$ cat src/rtl/qlc_pkg.sv
package qlc_pkg;
    localparam int CH_WR = 0;
    localparam int CH_RD = 1;

    typedef enum logic {
        MEAS_TXN    = 1'b0,
        MEAS_PERIOD = 1'b1
    } meas_mode_e;
endpackage

$ cat src/rtl/qlc_measure.sv
module qlc_measure #(
    parameter int CNT_W = 12,
    parameter int DEPTH = 8
) (
    input  logic             clk,
    input  logic             rst_n,
    input  logic             en,
    input  logic             mode,
    input  logic             addr_fire,
    input  logic             cpl_fire,
    output logic             meas_vld,
    output logic [CNT_W-1:0] meas_val
);
    localparam int OCC_W = $clog2(DEPTH + 1);
    localparam int IDX_W = (DEPTH > 1) ? $clog2(DEPTH) : 1;
    localparam logic [CNT_W-1:0] CNT_MAX = '1;

    typedef struct packed {
        logic [DEPTH-1:0][CNT_W-1:0] age;
        logic [OCC_W-1:0]            occ;
        logic [CNT_W-1:0]            gap;
        logic                        seen;
    } meas_st_t;

    meas_st_t st_d, st_q;

    function automatic logic [CNT_W-1:0] sat_inc(input logic [CNT_W-1:0] v);
        return (v == CNT_MAX) ? v : v + 1'b1;
    endfunction

    logic             pop, push;
    logic [OCC_W-1:0] occ_mid;

    always_comb begin
        st_d     = st_q;
        meas_vld = 1'b0;
        meas_val = '0;

        // age every tracked request by one cycle
        for (int i = 0; i < DEPTH; i++) begin
            if (i < int'(st_q.occ)) st_d.age[i] = sat_inc(st_q.age[i]);
        end

        // oldest entry retires on completion
        pop = cpl_fire && (st_q.occ != '0);
        if (pop) begin
            for (int i = 0; i < DEPTH - 1; i++) st_d.age[i] = st_d.age[i+1];
            st_d.age[DEPTH-1] = '0;
        end
        occ_mid = st_q.occ - OCC_W'(pop);

        push = addr_fire && (occ_mid < OCC_W'(DEPTH));
        if (push) st_d.age[occ_mid[IDX_W-1:0]] = CNT_W'(1);
        st_d.occ = occ_mid + OCC_W'(push);

        // interval since previous accepted address
        if (addr_fire) begin
            st_d.gap  = CNT_W'(1);
            st_d.seen = 1'b1;
        end else begin
            st_d.gap  = sat_inc(st_q.gap);
        end

        if (mode == qlc_pkg::MEAS_PERIOD) begin
            meas_vld = addr_fire && st_q.seen;
            meas_val = st_q.gap;
        end else begin
            meas_vld = pop;
            meas_val = st_q.age[0];
        end

        if (!en) begin
            st_d     = '0;
            meas_vld = 1'b0;
        end
    end

    always_ff @(posedge clk or negedge rst_n) begin
        if (!rst_n) st_q <= '0;
        else        st_q <= st_d;
    end
endmodule

$ cat src/rtl/qlc_integrator.sv
module qlc_integrator #(
    parameter int CNT_W      = 12,
    parameter int ACC_W      = 16,
    parameter int QOS_W      = 4,
    parameter int SCL_W      = 3,
    parameter int SHIFT_BASE = 3
) (
    input  logic             clk,
    input  logic             rst_n,
    input  logic             en,
    input  logic [CNT_W-1:0] target,
    input  logic [SCL_W-1:0] scale,
    input  logic [QOS_W-1:0] qos_min,
    input  logic [QOS_W-1:0] qos_max,
    input  logic [QOS_W-1:0] qos_in,
    input  logic             meas_vld,
    input  logic [CNT_W-1:0] meas_val,
    output logic [QOS_W-1:0] qos_out
);
    localparam int SUM_W = ((ACC_W > CNT_W) ? ACC_W : CNT_W) + 2;
    localparam int SH_W  = $clog2(SHIFT_BASE + (1 << SCL_W) + 1);

    typedef struct packed {
        logic [ACC_W-1:0] acc;
    } integ_st_t;

    integ_st_t st_d, st_q;

    logic                    active;
    logic signed [SUM_W-1:0] sum;
    logic [ACC_W-1:0]        acc_sat;
    logic [SH_W-1:0]         shamt;
    logic [ACC_W-1:0]        raw;
    logic [QOS_W-1:0]        lvl;

    always_comb begin
        st_d   = st_q;
        active = en && (target != '0);

        sum = $signed(SUM_W'(st_q.acc)) + $signed(SUM_W'(meas_val))
            - $signed(SUM_W'(target));
        if (sum < 0)                                acc_sat = '0;
        else if (sum > $signed(SUM_W'({ACC_W{1'b1}}))) acc_sat = '1;
        else                                        acc_sat = sum[ACC_W-1:0];

        if (!en)                      st_d.acc = '0;
        else if (active && meas_vld)  st_d.acc = acc_sat;

        shamt = SH_W'(SHIFT_BASE) + SH_W'(scale);
        raw   = st_q.acc >> shamt;
        lvl   = (raw > ACC_W'(qos_max)) ? qos_max : raw[QOS_W-1:0];
        if (lvl < qos_min) lvl = qos_min;

        qos_out = active ? lvl : qos_in;
    end

    always_ff @(posedge clk or negedge rst_n) begin
        if (!rst_n) st_q <= '0;
        else        st_q <= st_d;
    end
endmodule

$ cat src/rtl/qos_latency_ctrl.sv
module qos_latency_ctrl #(
    parameter int NCH   = 2,
    parameter int CNT_W = 12,
    parameter int ACC_W = 16,
    parameter int QOS_W = 4,
    parameter int SCL_W = 3,
    parameter int DEPTH = 8
) (
    input  logic                        clk,
    input  logic                        rst_n,
    input  logic [NCH-1:0]              addr_valid,
    input  logic [NCH-1:0]              addr_ready,
    input  logic [NCH-1:0]              cpl_valid,
    input  logic [NCH-1:0]              cpl_ready,
    input  logic [NCH-1:0][QOS_W-1:0]   qos_in,
    input  logic [NCH-1:0]              cfg_enable,
    input  logic [NCH-1:0]              cfg_mode,
    input  logic [NCH-1:0][CNT_W-1:0]   cfg_target,
    input  logic [NCH-1:0][SCL_W-1:0]   cfg_scale,
    input  logic [NCH-1:0][QOS_W-1:0]   cfg_qos_min,
    input  logic [NCH-1:0][QOS_W-1:0]   cfg_qos_max,
    output logic [NCH-1:0][QOS_W-1:0]   qos_out
);
    localparam int SHIFT_BASE = 3;

    for (genvar c = 0; c < NCH; c++) begin : g_ch
        logic             addr_fire, cpl_fire;
        logic             meas_vld;
        logic [CNT_W-1:0] meas_val;

        assign addr_fire = addr_valid[c] & addr_ready[c];
        assign cpl_fire  = cpl_valid[c]  & cpl_ready[c];

        qlc_measure #(
            .CNT_W (CNT_W),
            .DEPTH (DEPTH)
        ) u_meas (
            .clk       (clk),
            .rst_n     (rst_n),
            .en        (cfg_enable[c]),
            .mode      (cfg_mode[c]),
            .addr_fire (addr_fire),
            .cpl_fire  (cpl_fire),
            .meas_vld  (meas_vld),
            .meas_val  (meas_val)
        );

        qlc_integrator #(
            .CNT_W      (CNT_W),
            .ACC_W      (ACC_W),
            .QOS_W      (QOS_W),
            .SCL_W      (SCL_W),
            .SHIFT_BASE (SHIFT_BASE)
        ) u_integ (
            .clk      (clk),
            .rst_n    (rst_n),
            .en       (cfg_enable[c]),
            .target   (cfg_target[c]),
            .scale    (cfg_scale[c]),
            .qos_min  (cfg_qos_min[c]),
            .qos_max  (cfg_qos_max[c]),
            .qos_in   (qos_in[c]),
            .meas_vld (meas_vld),
            .meas_val (meas_val),
            .qos_out  (qos_out[c])
        );
    end
endmodule

$ cat config.mk
export PLATFORM = sky130hd
export DESIGN_NAME = qos_latency_ctrl
export DESIGN_NICKNAME = d
export VERILOG_FILES = /design/src/rtl/qlc_pkg.sv /design/src/rtl/qlc_measure.sv /design/src/rtl/qlc_integrator.sv /design/src/rtl/qos_latency_ctrl.sv
export SDC_FILE = /design/constraint.sdc
export NUM_CORES = 1
export LEC_CHECK = 0
export ABC_CLOCK_PERIOD_IN_PS = 10520
export BUFFER_PORTS_ARGS = -buffer_cell sky130_fd_sc_hd__buf_2
export CAP_MARGIN = 20
export CORE_MARGIN = 2
export CORE_UTILIZATION = 55
export CTS_BUF_LIST = sky130_fd_sc_hd__clkbuf_8
export DETAILED_ROUTE_END_ITERATION = 10
export PLACE_DENSITY_LB_ADDON = 0.1
export SYNTH_ARGS = -nofsm -noshare
export SYNTH_HDL_FRONTEND = slang
export SYNTH_SLANG_ARGS = --single-unit
$ cat constraint.sdc
create_clock -name clk -period 10.52 [get_ports clk]
set_input_delay 1.052 -clock clk [delete_from_list [all_inputs] [get_ports clk]]
set_output_delay 1.052 -clock clk [all_outputs]
set_load 0.01 [all_outputs]
==> impl_metrics.env <==
export IMPL_hold_viol_final=0
export IMPL_clkPwrFrac=0.246
export IMPL_start_kind="input pin"
export IMPL_die_area_sq_mm=0.0352
export IMPL_dr_pass1_iters=7
export IMPL_grt_max_degree=173
export IMPL_viasPerCell=5.74
export IMPL_netlist_area_sq_mm=0.0185
export IMPL_drive_gt1_frac=0.0989
export IMPL_intPower_mw=2.27
export IMPL_clock_skew_ps=29.6
export IMPL_cp_max_fo=11
export IMPL_cts_htree_levels=2
export IMPL_switching_share=0.403
export IMPL_hold_class="input pin to async pin"
export IMPL_drv_slew=0
export IMPL_cts_resized=0
export IMPL_dp_slack_ps=4250
export IMPL_ys_types=82
export IMPL_grt_pass1_vias=15731
export IMPL_power_switching_mw=1.53
export IMPL_nets=2431
export IMPL_io_buffers=75
export IMPL_cts_made_buffers=48
export IMPL_final_setup_viol_count=0
export IMPL_power_per_cell_area_mw_per_mm2=189
export IMPL_ios=76
export IMPL_rows=67
export IMPL_grt_pass1_wl_microns=74700
export IMPL_fmax_mhz=160
export IMPL_ys_ff_latch=258
export IMPL_peakVddDrop_mv=0.133
export IMPL_ant_nets=0
export IMPL_hold_buffers=0
export IMPL_synthFlopType="dfrtp_1"
export IMPL_status="finished, final reports clean"
export IMPL_antenna_found_initial=0
export IMPL_core_area_sq_mm=0.0334
export IMPL_cts_root_buf="clkbuf_8"
export IMPL_leakage_nw=9.14
export IMPL_synth_edff_count=0
export IMPL_wl_microns=43100
export IMPL_cap_violations=0
export IMPL_tns_ps=0
export IMPL_avgSynthCellArea_sq_um=8.39
export IMPL_areaGrowthSynthToFinish_pct=8.73
export IMPL_rsz0062_at_grt="false"
export IMPL_slew_headroom=0.354
export IMPL_grt_overflow=0
export IMPL_via_count=15751
export IMPL_worst_pin_slew_ps=969
export IMPL_cts_tree="built"
export IMPL_cp_arrival_ps=5210
export IMPL_dp_final_hpwl_microns=31000
export IMPL_cts_buffer_depth=3
export IMPL_postLayoutSetupSlackWorst_ps=4260
export IMPL_fin_crit_ps=6260
export IMPL_syn_nets=2376
export IMPL_die_h_microns=188
export IMPL_syn_inst=2208
export IMPL_die_width_microns=188
export IMPL_diodes=0
export IMPL_drtIter0Drc=819
export IMPL_fill_cells=3039
export IMPL_gp_congestion=0.905
export IMPL_grt_usage=0.252
export IMPL_post_drt_wl_per_cell_microns=15.7
export IMPL_cts_sinks=258
export IMPL_yosysWarningCount=0
export IMPL_clk_pin_slew_ps=60
export IMPL_initial_core_util=0.555
export IMPL_ys_seq_area_frac=0.348
export IMPL_post_cts_buffers=0
export IMPL_setup_worst_path_class="input pin to output port"
export IMPL_drc_errors=0
export IMPL_comb_power_share=0.398
export IMPL_ys_async_sr_fraction=1.00
export IMPL_end_kind="output port"
export IMPL_seq_power_share=0.356
export IMPL_post_route_period_util=0.595
export IMPL_required_ps=9470
export IMPL_clk_latency_ps=640
## final timing paths
kind / startpoint / endpoint / slack [ps] / depth (start not counted)
worst max-delay path: cfg_scale[3] / qos_out[5] / 4260 / 19
worst min-delay path: rst_n / g_ch[1].u_integ.st_q[4] / 430 / 1
worst max register to register: g_ch[1].u_meas.st_q[16] / g_ch[1].u_meas.st_q[93] / 6540 / 13
worst min register to register: g_ch[0].u_integ.st_q[15] / g_ch[0].u_integ.st_q[15] / 490 / 1
max in group asynchronous: rst_n / g_ch[0].u_meas.st_q[42] / 8710 / 2
min in group clk: g_ch[0].u_integ.st_q[15] / g_ch[0].u_integ.st_q[15] / 490 / 1
## flip-flops by register name (all words and copies together) (netlist names)
name / flops
g_ch.u_integ.st_q: 32
g_ch.u_meas.st_q: 226
## per-stage QoR
| stage | utilization | total power, mW | hold slack, ps | area (sq um) | std cells |
|---|---|---|---|---|---|
| after floorplan | - | 2.51 | 450 | 18500 | 2208 |
| after global placement | 0.576 | 2.83 | 469 | 19200 | 2659 |
| after detailed placement | 0.576 | 2.87 | 483 | 19200 | 2660 |
| after CTS | 0.604 | 3.83 | 449 | 20100 | 2743 |
| after global routing | 0.604 | 4.09 | 485 | 20100 | 2744 |
| final | 0.604 | 3.80 | 432 | 20100 | 2744 |
## cells in the final DEF (no fill, tap or decap), types with 13 or more instances in the layout
master / synthesis / layout
a211oi_1: 69 / 69
a21o_1: 20 / 20
a21oi_1: 82 / 82
a31oi_1: 25 / 25
and2_1: 26 / 26
and3_1: 34 / 34
and4_1: 13 / 13
buf_2: 9 / 75
buf_4: 2 / 14
clkbuf_8: 0 / 58
dfrtp_1: 258 / 258
fa_1: 24 / 24
ha_1: 76 / 76
inv_1: 112 / 129
mux2_2: 26 / 26
mux2i_1: 80 / 80
nand2_1: 225 / 225
nand2b_1: 22 / 22
nand3_1: 105 / 105
nand4_1: 46 / 46
nor2_1: 374 / 374
nor2b_1: 15 / 15
nor3_1: 68 / 68
o211ai_1: 14 / 14
o21a_1: 32 / 32
o21ai_0: 80 / 80
xnor2_1: 90 / 90
xor2_1: 65 / 65
## power by group through the flow
| stage | logic [mW] | registers [mW] | clock network, mW |
|---|---|---|---|
| after CTS | 1.52 | 1.35 | 0.961 |
| after global routing | 1.71 | 1.38 | 1.00 |
| final | 1.51 | 1.35 | 0.936 |
| after floorplan | 1.22 | 1.29 | 0 |
| after global placement | 1.47 | 1.36 | 0 |
| after detailed placement | 1.51 | 1.37 | 0 |
## cells by family (layout without fill, tap and decap cells)
family / after synthesis / count (layout) / synth area share
xor gates and xnor gates: 156 / 156 / 0.0748
buffers and inverters: 200 / 288 / 0.0432
adders and majority gates: 100 / 100 / 0.0773
AOI/OAI and AO/OA: 404 / 404 / 0.148
and+or+nand+nor: 977 / 977 / 0.241
DFF: 258 / 258 / 0.348
muxes: 113 / 113 / 0.0675
## final cells by class
cell class,instances,area [sq um],share of cell area
multi-input combinational,1750,11300,0.559
sequential,258,6460,0.320
clock buffer,58,798,0.0396
tap,448,561,0.0278
timing repair buffer,91,515,0.0256
inverter,114,428,0.0212
clock inverter,25,116,0.00578
## routing by layer
metal  global-route usage  part of all wire  vias up
li1                     -                 -     7886
met1                0.331              0.46     7559
met2                0.438              0.48      245
met3               0.0322             0.037       61
met4               0.0700             0.018        0
met5                    0                 0        -
## cell usage after synthesis, types with 10 or more instances
cell type,number,area [sq um]
a21oi_1,82,410
nor3_1,68,340
inv_1,112,420
nand2b_1,22,138
mux2i_1,80,801
and3_1,34,213
dfrtp_1,258,6460
and4_1,13,114
fa_1,24,480
nor4_1,10,62.6
ha_1,76,951
o211ai_1,14,105
nand3_1,105,526
buf_1,10,37.5
nand4_1,46,288
o21ai_0,80,400
mux2_2,26,293
o21a_1,32,240
xnor2_1,90,788
nor2_1,374,1400
a21o_1,20,150
a31oi_1,25,156
xor2_1,65,569
nand2_1,225,845
and2_1,26,163
clkbuf_1,60,225
a211oi_1,69,518
a221o_1,11,110
nor2b_1,15,93.8
## worst max-delay path: stages
cell and delay, ps:
buf_2 260, mux4_2 550, nand2_1 80, nand2_1 70, ha_1 290, nor2b_1 130, o21a_1 160, o21a_1 160
o21ai_0 220, nand2_1 230, mux2_2 340, ha_1 290, a21oi_1 230, nand3b_1 210, a211o_1 350, o311ai_4 110
mux2i_1 210, o21ai_0 100, buf_2 150
No activity file was read; power rests on OpenSTA's default activity.
